$ cat config.mk
export PLATFORM = sky130hd
export DESIGN_NAME = lof_integrator
export DESIGN_NICKNAME = d
export VERILOG_FILES = /design/src/rtl/lof_pkg.sv /design/src/rtl/lof_evt_qual.sv /design/src/rtl/lof_timer.sv /design/src/rtl/lof_integrator.sv
export SDC_FILE = /design/constraint.sdc
export NUM_CORES = 1
export LEC_CHECK = 0
export BUFFER_PORTS_ARGS = -buffer_cell sky130_fd_sc_hd__buf_2
export CORE_AREA = 2 2 39 41
export CTS_CLUSTER_DIAMETER = 150
export DETAILED_ROUTE_END_ITERATION = 16
export DIE_AREA = 0 0 41 43
export GPL_ROUTABILITY_DRIVEN = 0
export HOLD_SLACK_MARGIN = 0.05
export MAX_ROUTING_LAYER = met4
export PLACE_DENSITY = 0.63
export REMOVE_ABC_BUFFERS = 1
export SYNTH_ARGS = -nofsm -noshare
export SYNTH_HDL_FRONTEND = slang
export SYNTH_HIERARCHICAL = 1
export SYNTH_SLANG_ARGS = --single-unit
$ cat constraint.sdc
create_clock -name clk -period 1.8 [get_ports clk]
set_input_delay 0.18 -clock clk [delete_from_list [all_inputs] [get_ports clk]]
set_output_delay 0.18 -clock clk [all_outputs]
set_load 0.05 [all_outputs]
$ cat src/rtl/lof_pkg.sv
`timescale 1ns/1ps
package lof_pkg;

  // One frame's verdict, as seen by both timers.
  typedef struct packed {
    logic valid;    // a frame strobe is present this cycle
    logic errored;  // that frame is counted as out of frame
  } frame_evt_t;

  // Counter width able to hold the value n.
  function automatic int unsigned cnt_width(input int unsigned n);
    return (n < 2) ? 1 : $clog2(n + 1);
  endfunction

  // Saturating step toward a limit (used by the timers).
  function automatic int unsigned sat_next(input int unsigned cur, input int unsigned lim);
    return (cur >= lim) ? lim : cur + 1;
  endfunction

endpackage

$ cat src/rtl/lof_evt_qual.sv
`timescale 1ns/1ps
module lof_evt_qual
  import lof_pkg::*;
(
  input  logic       frame_tick,
  input  logic       sef_in,
  input  logic       los_in,
  output frame_evt_t evt
);
  // Loss of signal forces every frame to count as errored.
  always_comb begin
    evt.valid   = frame_tick;
    evt.errored = sef_in | los_in;
  end
endmodule

$ cat src/rtl/lof_timer.sv
`timescale 1ns/1ps
// Saturating frame counter. COUNT_ERRORED picks which frames advance it.
// HOLD_ON_OTHER picks what the opposite frame kind does: hold (1) or clear (0).
module lof_timer
  import lof_pkg::*;
#(
  parameter int unsigned TICKS         = 24,
  parameter bit          COUNT_ERRORED = 1'b1,
  parameter bit          HOLD_ON_OTHER = 1'b1,
  localparam int unsigned CW           = cnt_width(TICKS)
) (
  input  logic          clk,
  input  logic          rst,
  input  frame_evt_t    evt,
  input  logic          zero_req,
  output logic [CW-1:0] cnt,
  output logic          hit
);
  localparam logic [CW-1:0] LAST = CW'(TICKS - 1);
  localparam logic [CW-1:0] TOP  = CW'(TICKS);

  logic advance, other;
  logic [CW-1:0] cnt_inc;

  assign advance = evt.valid && (evt.errored == COUNT_ERRORED);
  assign other   = evt.valid && (evt.errored != COUNT_ERRORED);
  assign cnt_inc = CW'(sat_next(int'(cnt), TICKS));
  assign hit     = advance && (cnt >= LAST);

  generate
    if (HOLD_ON_OTHER) begin : g_hold
      always_ff @(posedge clk) begin
        if (rst || zero_req) cnt <= '0;
        else if (advance)    cnt <= cnt_inc;
      end
    end else begin : g_clear
      always_ff @(posedge clk) begin
        if (rst || zero_req) cnt <= '0;
        else if (other)      cnt <= '0;
        else if (advance)    cnt <= (cnt >= TOP) ? TOP : cnt_inc;
      end
    end
  endgenerate
endmodule

$ cat src/rtl/lof_integrator.sv
`timescale 1ns/1ps
module lof_integrator
  import lof_pkg::*;
#(
  parameter int unsigned TICKS = 24,
  localparam int unsigned CW   = cnt_width(TICKS)
) (
  input  logic clk,
  input  logic rst,
  input  logic frame_tick,
  input  logic sef_in,
  input  logic los_in,
  output logic lof_out
);
  frame_evt_t    evt;
  logic [CW-1:0] oof_cnt, inf_cnt;
  logic          oof_hit, inf_hit;
  logic          lof_q;

  // Named events for the checker.
  logic evt_tick, evt_bad;
  assign evt_tick = evt.valid;
  assign evt_bad  = evt.errored;

  lof_evt_qual u_qual (
    .frame_tick (frame_tick),
    .sef_in     (sef_in),
    .los_in     (los_in),
    .evt        (evt)
  );

  // Out-of-frame total: advances on errored frames, holds on clean ones,
  // zeroed when the clean run completes.
  lof_timer #(.TICKS(TICKS), .COUNT_ERRORED(1'b1), .HOLD_ON_OTHER(1'b1)) u_oof (
    .clk      (clk),
    .rst      (rst),
    .evt      (evt),
    .zero_req (inf_hit),
    .cnt      (oof_cnt),
    .hit      (oof_hit)
  );

  // Clean-run timer: advances on clean frames, restarts on errored ones.
  lof_timer #(.TICKS(TICKS), .COUNT_ERRORED(1'b0), .HOLD_ON_OTHER(1'b0)) u_inf (
    .clk      (clk),
    .rst      (rst),
    .evt      (evt),
    .zero_req (1'b0),
    .cnt      (inf_cnt),
    .hit      (inf_hit)
  );

  always_ff @(posedge clk) begin
    if (rst)          lof_q <= 1'b0;
    else if (oof_hit) lof_q <= 1'b1;
    else if (inf_hit) lof_q <= 1'b0;
  end

  assign lof_out = lof_q;
endmodule

* Word level (Yosys, flattened, before mapping) *
Cells that the tools add are included.

storage, ports and cells
  register bits after elaboration = 11
  output and inout port bits = 1
  logic and storage cells = 24

cells by class
  add/subtract/negate cells = 2
  order comparisons = 5
  mux-type cells = 5
  bitwise gates (word level) = 2
  reduce and logical (&&, ||, !) cells = 7

operators by type and width
  kind                                                           number
  5-bit greater-or-equal comparator, second input constant       5
  5-bit 2-to-1 mux                                               3
  5-bit by 1-bit adder with 5-bit output, second input constant  2
  1-bit logical AND                                              4
  1-bit 2-to-1 mux                                               2
  2-bit nonzero test                                             1
  2-bit OR reduction                                             1
  1-bit logical OR                                               1
  1-bit NOT                                                      1
  1-bit bitwise OR                                               1

* Longest topological paths before layout *
Gate-level depths: netlist of the first run.

  depth in word-level cells = 6
  mapped depth = 6
  depth with buffers taken out = 6

* Cells and area by module *
The synthesis of the first run kept the hierarchy.

modules (own cells, without submodules)
  module              instances  cells each  area each (um2)  sequential area each (um2)
  lof_timer at u_oof  1          33          267.8            100.1
  lof_timer at u_inf  1          30          246.5            100.1
  lof_integrator      1          5           42.5             20.0
  lof_evt_qual        1          2           13.8             0.0

* Least setup slack after synthesis of the first run *
OpenSTA, ideal clock, no wires.

  path kind = reg2reg
  start point = reg u_inf.cnt[0]
  end point = reg u_oof.cnt[3]
  setup time = 0.078 ns
  arrival time = 1.209 ns
  required time = 1.722 ns
  slack = 0.513 ns
  cell stages (with the launch flop) = 6
  path buffers = 0
  cell sequence = dfxtp_1 -> ha_1 -> a21oi_1 -> nor2_1 -> or2_2 -> nor3_1

between the ends
  word-level cells in the longest chain between the ends = 3

ends and longest elaborated chain
  item                               line                  source
  start, declared                    lof_timer.sv:16       output logic [CW-1:0] cnt,
  start signal, assigned             lof_timer.sv:40       else if (advance) cnt <= (cnt >= TOP) ? TOP : cnt_inc;
  5-bit greater-or-equal comparator  lof_timer.sv:28       assign hit = advance && (cnt >= LAST);
  1-bit logical AND                  lof_timer.sv:28
  via inf_hit                        lof_integrator.sv:17  logic oof_hit, inf_hit;
  1-bit logical OR                   lof_timer.sv:33       if (rst || zero_req) cnt <= '0;
  end signal, assigned               lof_timer.sv:34       else if (advance) cnt <= cnt_inc;
  end, declared                      lof_timer.sv:16

The timed path passes the listed nets, and every way through them passes these cells.
A chain may end at the register's enable or synchronous reset.

* Worst setup path after layout of the first run *
Same ends and word-level chain as after synthesis.

==> summary.md, run 1 <==
| Metric | Value |
|---|---|
| Post-layout util | `a little under half` |
| H-tree depth | `1` |
| Sequential share of power | `between 50 and 60%` |
| Gr ovfl total | `0` |
| Initial antenna violation count | `0` |
| Min-Delay Startpoint | `rst` |
| Dpl cells | `90` |
| Synth Area per Inst | `8.15 sq um` |
| WHS Path Cells | `2` |
| Commonest cells after routing, fill and taps aside | `dfxtp_1, nand2_1, a21oi_1, buf_2, inv_1` |
| Worst R2R End | `u_oof/cnt[3]$_SDFFE_PP0P_` |
| Average wire per standard cell | `approximately 11 um` |
| Hold Path End | `lof_out$_SDFFE_PP0P_` |
| Number of global-route vias before repair | `approximately 460` |
| First-pass GRT wire length | `1810 um` |
| # port buffers | `5` |
| Ratio of cells with drive above 1 in the final layout | `about 14%` |
| Max Cap Viol | `0` |
| Post-route minimum period | `around 1400 ps` |
| Largest net degree at the start of global routing | `9` |
| #FFs+latches synth | `11` |
| I/O Pins | `6` |
| Post-Syn Area | `571 sq um` |
| Die Y-Extent | `between 40 and 50 um` |
| Status | `complete, no violations` |
| Sw Share | `a little under a quarter` |
| Final Setup Violations | `0` |
| RR Startpoint | `u_inf/cnt[0]$_SDFFE_PP0P_` |
| Critical path class | `reg2reg` |
| Final routed DRC violation total | `0` |
| Leak | `0.234 nW` |
| Area grow syn2layout | `11.2%` |
| Clk pwr share | `about 37%` |
| Root Driver | `clkbuf_4` |
| Register area share after synthesis | `38.6%` |
| CP endpoint kind | `register` |
| Post-Place Cell Area | `just over 600 sq um` |
| Startpoint types | `register` |
| Layout net count | `slightly below 90` |
| R2r setup slk | `400 ps` |
| Cell Rows | `14` |
| Worst r2r path cells | `5` |
| # fillers | `140` |
| YS warnings | `6` |
| Sum Neg Setup Slack | `0 ps` |
| Required @ worst endpoint | `1990 ps` |
| Initial Util | `41.2%` |
| Gr usage total | `~15%` |
| Die width | `slightly above 40 um` |
| Commonest non-fill, non-tap cell in the layout | `dfxtp_1` |
| CP Data Arrival Time | `approximately 1600 ps` |
| VDD IR max | `approximately 0.43 mV` |
| Post-DP HPWL | `747 um` |
| Area of the multi-input gates | `between 300 and 400 sq um` |
| Register area | `about 220 sq um` |
| Period Utilization, post-route | `77.7%` |
| Via-to-Cell Ratio | `roughly 5.2` |
| Netlist cell types | `31` |
| Crit path max fanout | `5` |
| Routed via count | `493` |
| Hold Vio Cnt, Final | `0` |
| Clock sinks | `11` |
| Die area | `1760 sq um` |
| Diodes inserted | `0` |
| Post-cts resize count | `0` |
| Worst-path clk slew | `~70 ps` |
| Hold_buf cts | `0` |
| Clock tree from TritonCTS | `done` |
| Type of the most critical hold path | `in2reg` |
| Sw Pwr | `approximately 0.11 mW` |
| Unrepaired setup endpoints after global routing | `no` |
| Fin cells | `94` |
| Internal | `~0.35 mW` |
| ANT nets after route | `0` |
| Comb power frac | `6.9%` |
| Gate Count Post-Synth | `70` |
| CTS buffer count | `3` |
| Design area | `about 630 sq um` |
| # Post-CTS Setup Buffers | `0` |
| Place WS | `~320 ps` |
| Bufs on Longest Clock Path | `2` |
| Clock Latency Late Sink | `between 200 and 300 ps` |
| Clk_skew | `approximately 3.6 ps` |
| Total Wirelength | `between 900 and 1000 um` |
| Final worst setup slack | `between 400 and 500 ps` |
| Max Slew Vio Count | `0` |
| DRT Pass-1 Iters | `4` |
| Pwr/cell area | `between 700 and 800 nW/um^2` |
| DRT iter0 DRCs | `11` |
| Core box area | `about 1400 sq um` |
| Achievable Freq | `roughly 720 MHz` |
==> critical path, stage by stage, from the launching register on <==
cell and delay, ps:
dfxtp_1 330, ha_1 240, a21oi_1 150, nor2_1 70, or2_2 340, nor3_1 190
==> final cells by class <==
class	count	share of cell area, %
clock buffers	4	4.14
inverters	4	2.37
multi-input cells	54	51.7
flip-flops and latches	11	34.7
well taps	16	3.16
repair buffers	5	3.94
==> registers in the layout, summed over array words and instances (netlist names) <==
signal     flops
lof_out        1
u_inf/cnt      5
u_oof/cnt      5
==> power by group through the flow <==
| stage | Combinational (mW) | Clock (mW) | Sequential, mW |
|---|---|---|---|
| after floorplan | 0.0202 | 0 | 0.257 |
| after detailed placement | 0.0314 | 0 | 0.258 |
| after CTS | 0.0315 | 0.170 | 0.252 |
| final | 0.0314 | 0.170 | 0.252 |
| after global routing | 0.0363 | 0.181 | 0.253 |
| after global placement | 0.0304 | 0 | 0.258 |
==> metal layers <==
metal,part of all wire (%),vias to the layer above,GRT usage [%]
li1,-,264,-
met1,54,219,21.9
met2,41,8,20.0
met3,3.0,2,4.71
met4,1.1,0,6.00
met5,0,-,-
==> cells in the mapped netlist, drive strengths merged <==
cell / n / area [sq um]
nand2: 10 / 37.5
and3: 1 / 6.26
nor3: 2 / 10.0
inv: 4 / 15.0
nor4bb: 1 / 10.0
ha: 3 / 37.5
buf: 1 / 7.51
a31oi: 2 / 12.5
or2: 2 / 12.5
nor2: 3 / 11.3
nand4: 2 / 12.5
and2b: 1 / 8.76
and4b: 1 / 10.0
o21a: 1 / 7.51
nor3b: 1 / 7.51
dfxtp: 11 / 220
nor4: 1 / 6.26
nand2b: 2 / 12.5
a211o: 1 / 8.76
nand4b: 1 / 8.76
a21o: 1 / 7.51
nand3: 2 / 10.0
a41oi: 1 / 8.76
nand3b: 1 / 7.51
conb: 1 / 3.75
o21ai: 2 / 10.0
nor2b: 1 / 6.26
a21oi: 10 / 53.8
==> kinds of logic (layout without fill, tap and decap cells) <==
logic type	count (synthesis)	in the layout	share of synthesized area (%)
simple gates	32	32	31.1
compound gates	18	18	19.1
flops	11	11	38.6
buf+inv	5	13	3.95
fa+ha+maj	3	3	6.58
other cells	1	1	0.657
==> worst max-delay path by stage <==
stage                               from                        end  slack (ps)  cells past startpoint
2_1_floorplan  u_inf/cnt[0]$_SDFFE_PP0P_  u_oof/cnt[3]$_SDFFE_PP0P_         510                      5
3_3_place_gp                      los_in  u_oof/cnt[3]$_SDFFE_PP0P_         380                      7
3_5_place_dp                      sef_in  u_oof/cnt[3]$_SDFFE_PP0P_         320                      7
4_1_cts        u_inf/cnt[0]$_SDFFE_PP0P_  u_oof/cnt[3]$_SDFFE_PP0P_         410                      5
5_1_grt        u_inf/cnt[0]$_SDFFE_PP0P_  u_oof/cnt[3]$_SDFFE_PP0P_         300                      5
6_report       u_inf/cnt[0]$_SDFFE_PP0P_  u_oof/cnt[3]$_SDFFE_PP0P_         400                      5
==> metrics by stage <==
step | hold slack [ps] | power [mW]
after detailed placement | 370 | 0.289
after CTS | 86.4 | 0.454
final | 84.3 | 0.453
after floorplan | 242 | 0.277
after global placement | 371 | 0.288
after global routing | 87.1 | 0.470
Power figures use the tool's default switching activity.
==> inputs of run 2 (changes only) <==
==> constraint.sdc (replaced) <==
create_clock -name clk -period 1.3 [get_ports clk]
set_input_delay 0.13 -clock clk [delete_from_list [all_inputs] [get_ports clk]]
set_output_delay 0.13 -clock clk [all_outputs]
set_load 0.05 [all_outputs]
==> summary.md, run 2 (synthesis gave the netlist of run 1 again) <==
| Metric | Value |
|---|---|
| Status | `complete, no violations` |
| Diodes inserted | `0` |
| Cell Rows | `14` |
| Max Slew Vio Count | `0` |
| Bufs on Longest Clock Path | `2` |
| CP Data Arrival Time | `approximately 1500 ps` |
| Final routed DRC violation total | `0` |
| Final worst setup slack | `about 44 ps` |
| Hold slack final | `between 200 and 300 ps` |
| DRT iter0 DRCs | `38` |
| R2r setup slk | `between 40 and 50 ps` |
| Largest net degree at the start of global routing | `8` |
| H-tree depth | `1` |
| Worst r2r path cells | `5` |
| Post-route minimum period | `1260 ps` |
| Layout net count | `97` |
| Initial antenna violation count | `0` |
| CTS buffer count | `3` |
| Type of the most critical hold path | `in2reg` |
| # Post-CTS Setup Buffers | `0` |
| Total power | `0.662 mW` |
| Critical path class | `reg2reg` |
| RR Startpoint | `u_inf/cnt[0]$_SDFFE_PP0P_` |
| Root Driver | `clkbuf_4` |
| Clock tree from TritonCTS | `done` |
| ANT nets after route | `0` |
| Fin cells | `between 100 and 150` |
| Die area | `approximately 1800 sq um` |
| Design area | `721 sq um` |
| Commonest cells after routing, fill and taps aside | `dfxtp_1, nand2_1, buf_4, a21oi_1, buf_2` |
| Via-to-Cell Ratio | `5.44` |
| Clock Latency Late Sink | `280 ps` |
| Achievable Freq | `796 MHz` |
| Dpl cells | `about 100` |
| Total Wirelength | `1250 um` |
| Clk_skew | `4.54 ps` |
| Core box area | `between 1000 and 1500 sq um` |
| Place WS | `-27.1 ps` |
| CP startpoint | `u_inf/cnt[0]$_SDFFE_PP0P_` |
| Final Setup Violations | `0` |
| DRT Pass-1 Iters | `4` |
| I/O Pins | `6` |
| Post-Place Cell Area | `approximately 680 sq um` |
| Crit path max fanout | `5` |
| VDD IR max | `between 0.5 and 0.6 mV` |
| Area grow syn2layout | `26.3%` |
| Period Utilization, post-route | `between 90% and 100%` |
| Die width | `about 41 um` |
| Post-DP HPWL | `908 um` |
| CP endpoint | `u_oof/cnt[3]$_SDFFE_PP0P_` |
| Clock sinks | `11` |
| Gr usage total | `18.5%` |
| Leak | `approximately 0.28 nW` |
| Number of global-route vias before repair | `about 540` |
| Commonest non-fill, non-tap cell in the layout | `dfxtp_1` |
| Routed via count | `566` |
| Worst-path clk slew | `70 ps` |
| Startpoint types | `register` |
| Average wire per standard cell | `approximately 12 um` |
| Initial Util | `41.2%` |
| Gr ovfl total | `0` |
| Required @ worst endpoint | `about 1500 ps` |
| First-pass GRT wire length | `approximately 2200 um` |
| # port buffers | `5` |
| Hold Vio Cnt, Final | `0` |
| Max Cap Viol | `0` |
| Die Y-Extent | `between 40 and 50 um` |
| Worst R2R End | `u_oof/cnt[3]$_SDFFE_PP0P_` |
| CP endpoint kind | `register` |
| Ratio of cells with drive above 1 in the final layout | `25.0%` |
| # fillers | `~130` |
| Pwr/cell area | `between 900 and 1000 nW/um^2` |
run 2: per-layer routing:
layer / wire length [um] / part of all wire [%] / vias to the layer above / GRT usage [%]
met5: 0 / 0 / - / -
met4: 45 / 3.6 / 0 / 14.0
met3: 45 / 3.6 / 5 / 1.57
met2: 544 / 44 / 16 / 23.8
met1: 610 / 49 / 262 / 25.8
li1: - / - / 283 / -
run 2: critical path, cell delays in order, from the launching register on:
cell and delay, ps:
dfxtp_1 320, ha_1 220, a21oi_2 120, nor2_1 70
or2_4 270, nor3_1 170
run 2: metrics by stage:
| stage | util [%] | setup TNS [ps] |
|---|---|---|
| floorplan | - | 0 |
| global placement | 48.8 | 0 |
| detailed placement | 48.8 | -27.1 |
| CTS | 51.6 | 0 |
| global route | 52.1 | -2.62 |
| finish | 52.1 | 0 |
run 2: layout make-up:
type                    count  area (sq um)  area share [%]
multi-input cells          54           337            46.7
flip-flops and latches     11           220            30.6
repair buffers             15           103            14.2
clock buffers               4          26.3            3.65
well taps                  16          20.0            2.78
inverters                   4          15.0            2.08
run 2: worst min path at each step:
stage | from | cells past startpoint | slack, ps | end
3_3_place_gp | rst | 2 | 330 | lof_out$_SDFFE_PP0P_
3_5_place_dp | rst | 2 | 330 | lof_out$_SDFFE_PP0P_
6_report | frame_tick | 4 | 290 | u_oof/cnt[0]$_SDFFE_PP0P_
5_1_grt | frame_tick | 4 | 300 | u_oof/cnt[0]$_SDFFE_PP0P_
4_1_cts | frame_tick | 4 | 280 | u_oof/cnt[0]$_SDFFE_PP0P_
2_1_floorplan | rst | 1 | 190 | lof_out$_SDFFE_PP0P_
run 2: timing repair:
item	4_1_cts	5_1_grt
hold buffers	1	0
setup endpoints to repair	2	3
hold endpoints to repair	1	0
gates resized for setup	1	2
pin swaps	0	1
run 2: power by group:
group / switching (mW) / internal [mW] / total [mW] / leakage (nW)
registers: 0.00329 / 0.342 / 0.345 / 0.0889
clock network: 0.130 / 0.119 / 0.249 / 0.0150
logic: 0.0343 / 0.0330 / 0.0673 / 0.178
total: 0.167 / 0.494 / 0.662 / 0.282
==> inputs of run 3 (changes only) <==
--- a/config.mk
+++ b/config.mk
@@ -7,6 +7,7 @@
 export LEC_CHECK = 0
 export BUFFER_PORTS_ARGS = -buffer_cell sky130_fd_sc_hd__buf_2
 export CORE_AREA = 2 2 39 41
+export CTS_BUF_LIST = sky130_fd_sc_hd__clkbuf_8 sky130_fd_sc_hd__clkbuf_16
 export CTS_CLUSTER_DIAMETER = 150
 export DETAILED_ROUTE_END_ITERATION = 16
 export DIE_AREA = 0 0 41 43
==> summary.md, run 3 (synthesis gave the netlist of run 1 again) <==
| Metric | Value |
|---|---|
| Status | `complete, no violations` |
| Total Wirelength | `approximately 1300 um` |
| Initial Util | `41.2%` |
| Number of global-route vias before repair | `a little over 500` |
| Final routed DRC violation total | `0` |
| Layout net count | `between 90 and 100` |
| Type of the most critical hold path | `in2reg` |
| Clock tree from TritonCTS | `done` |
| Post-route minimum period | `approximately 1300 ps` |
| Required @ worst endpoint | `about 1500 ps` |
| Worst R2R End | `u_oof/cnt[3]$_SDFFE_PP0P_` |
| Met2 Resource Use GR | `roughly 23%` |
| Die area | `roughly 1800 sq um` |
| Gr ovfl total | `0` |
| Initial antenna violation count | `0` |
| Final Setup Violations | `0` |
| Design area | `about 730 sq um` |
| Core box area | `between 1000 and 1500 sq um` |
| Commonest cells after routing, fill and taps aside | `dfxtp_1, nand2_1, buf_4, a21oi_1` |
| Crit path depth | `5` |
| Area grow syn2layout | `27.9%` |
| R2r setup slk | `between 30 and 40 ps` |
| Met1 usage | `between 20% and 30%` |
| Clock sinks | `11` |
| Critical path class | `reg2reg` |
| Crit path max fanout | `5` |
| Pwr/cell area | `about 1000 nW/um^2` |
| Gr usage total | `around 18%` |
| Commonest non-fill, non-tap cell in the layout | `dfxtp_1` |
| Ratio of cells with drive above 1 in the final layout | `roughly a quarter` |
| Hold Vio Cnt, Final | `0` |
| CTS buffer count | `3` |
| DRT Pass-1 Iters | `4` |
| Worst Path Buf+Inv | `0` |
| Dpl cells | `about 100` |
| Startpoint types | `register` |
| Achievable Freq | `between 700 and 800 MHz` |
| First-pass GRT wire length | `2130 um` |
| Slowest cell on crit path | `dfxtp_1` |
| Period Utilization, post-route | `97.0%` |
| Clk_skew | `around 2.2 ps` |
| Critical path cell sequence | `ha_1, a21oi_2, nor2_1, or2_4, nor3_1` |
| # fillers | `about 130` |
| Register area | `220 sq um` |
| Post-layout util | `52.7%` |
| GRT busiest layer | `met1` |
| Diodes inserted | `0` |
| M3 GR Usage | `~3.1%` |
| Average wire per standard cell | `about 12 um` |
| # port buffers | `5` |
| Min-Delay Startpoint | `rst` |
| Bufs on Longest Clock Path | `2` |
| Hold_buf cts | `0` |
| Via-to-Cell Ratio | `5.45` |
| ANT nets after route | `0` |
| CP endpoint | `u_oof/cnt[3]$_SDFFE_PP0P_` |
| CP startpoint | `u_inf/cnt[0]$_SDFFE_PP0P_` |
| Cell Rows | `14` |
| Max Slew Vio Count | `0` |
| Post-Place Cell Area | `a little under 700 sq um` |
| VDD IR max | `~0.66 mV` |
| Largest net degree at the start of global routing | `8` |
| Clock Latency Late Sink | `~240 ps` |
| Area of the multi-input gates | `337 sq um` |
| Leak | `0.290 nW` |
| Post-DP HPWL | `between 900 and 1000 um` |
| Unrepaired setup endpoints after global routing | `no` |
| CP Data Arrival Time | `roughly 1400 ps` |
| Die width | `just over 40 um` |
| DRT iter0 DRCs | `19` |
| I/O Pins | `6` |
| CP top delay family | `simple AND/OR/NAND/NOR gates` |
| Root Driver | `clkbuf_8` |
| Max Cap Viol | `0` |
| Routed via count | `about 560` |
| Fin cells | `103` |
| RR Startpoint | `u_inf/cnt[0]$_SDFFE_PP0P_` |
| CP max stage delay | `310 ps` |
| H-tree depth | `1` |
| Worst-path clk slew | `roughly 50 ps` |
| Hold slack final | `between 80 and 90 ps` |
| Worst r2r path cells | `5` |
| CP endpoint kind | `register` |
| Die Y-Extent | `about 43 um` |
run 3: changes by cell type in the layout (fill, tap and decap cells not counted), sizes merged:
cell,delta
inv,+1
clkbuf,-1
dlygate4sd3,-1
run 3: how the worst min path moves through the flow:
stage	endpoint	slack (ps)	cells after the start
after floorplan	lof_out$_SDFFE_PP0P_	190	1
after global placement	lof_out$_SDFFE_PP0P_	330	2
after detailed placement	lof_out$_SDFFE_PP0P_	330	2
after CTS	lof_out$_SDFFE_PP0P_	80	2
after global routing	lof_out$_SDFFE_PP0P_	90	2
final	lof_out$_SDFFE_PP0P_	80	2
run 3: timing repair:
action	4_1_cts	5_1_grt
buffers inserted	0	0
pin swaps	0	1
setup endpoints to repair	2	3
resized for setup	1	2
run 3: per-stage QoR:
| stage | power (mW) | setup TNS (ps) | setup WS (ps) |
|---|---|---|---|
| finish | 0.748 | 0 | 39.0 |
| global route | 0.784 | 0 | 5.14 |
| CTS | 0.763 | 0 | 32.4 |
| detailed placement | 0.417 | -27.1 | -27.1 |
| global placement | 0.414 | 0 | 13.8 |
| floorplan | 0.383 | 0 | 13.0 |
run 3: cell type report:
cell class	instances	area share (%)
clock buffers	3	5.66
clock inverters	1	0.515
inverters	4	2.06
multi-input cells	54	46.1
flip-flops and latches	11	30.2
well taps	16	2.74
repair buffers	14	12.7
run 3: per-layer routing:
metal | up-vias | part of all wire [%] | wire length (um)
met5 | - | 0 | 0
met4 | 0 | 0.64 | 8
met3 | 2 | 4.6 | 58
met2 | 24 | 45 | 563
met1 | 251 | 50 | 623
li1 | 284 | - | -
run 3: worst register-to-register path, stage by stage, from the launching register on:
cell and delay (ps):
dfxtp_1 310, ha_1 220, a21oi_2 130, nor2_1 70, or2_4 270, nor3_1 180
run 3: report_power, final:
part	internal, mW	switching, mW	leakage (nW)
clock network	0.207	0.129	0.0269
registers	0.343	0.00326	0.0889
logic	0.0309	0.0339	0.174
total	0.582	0.166	0.290
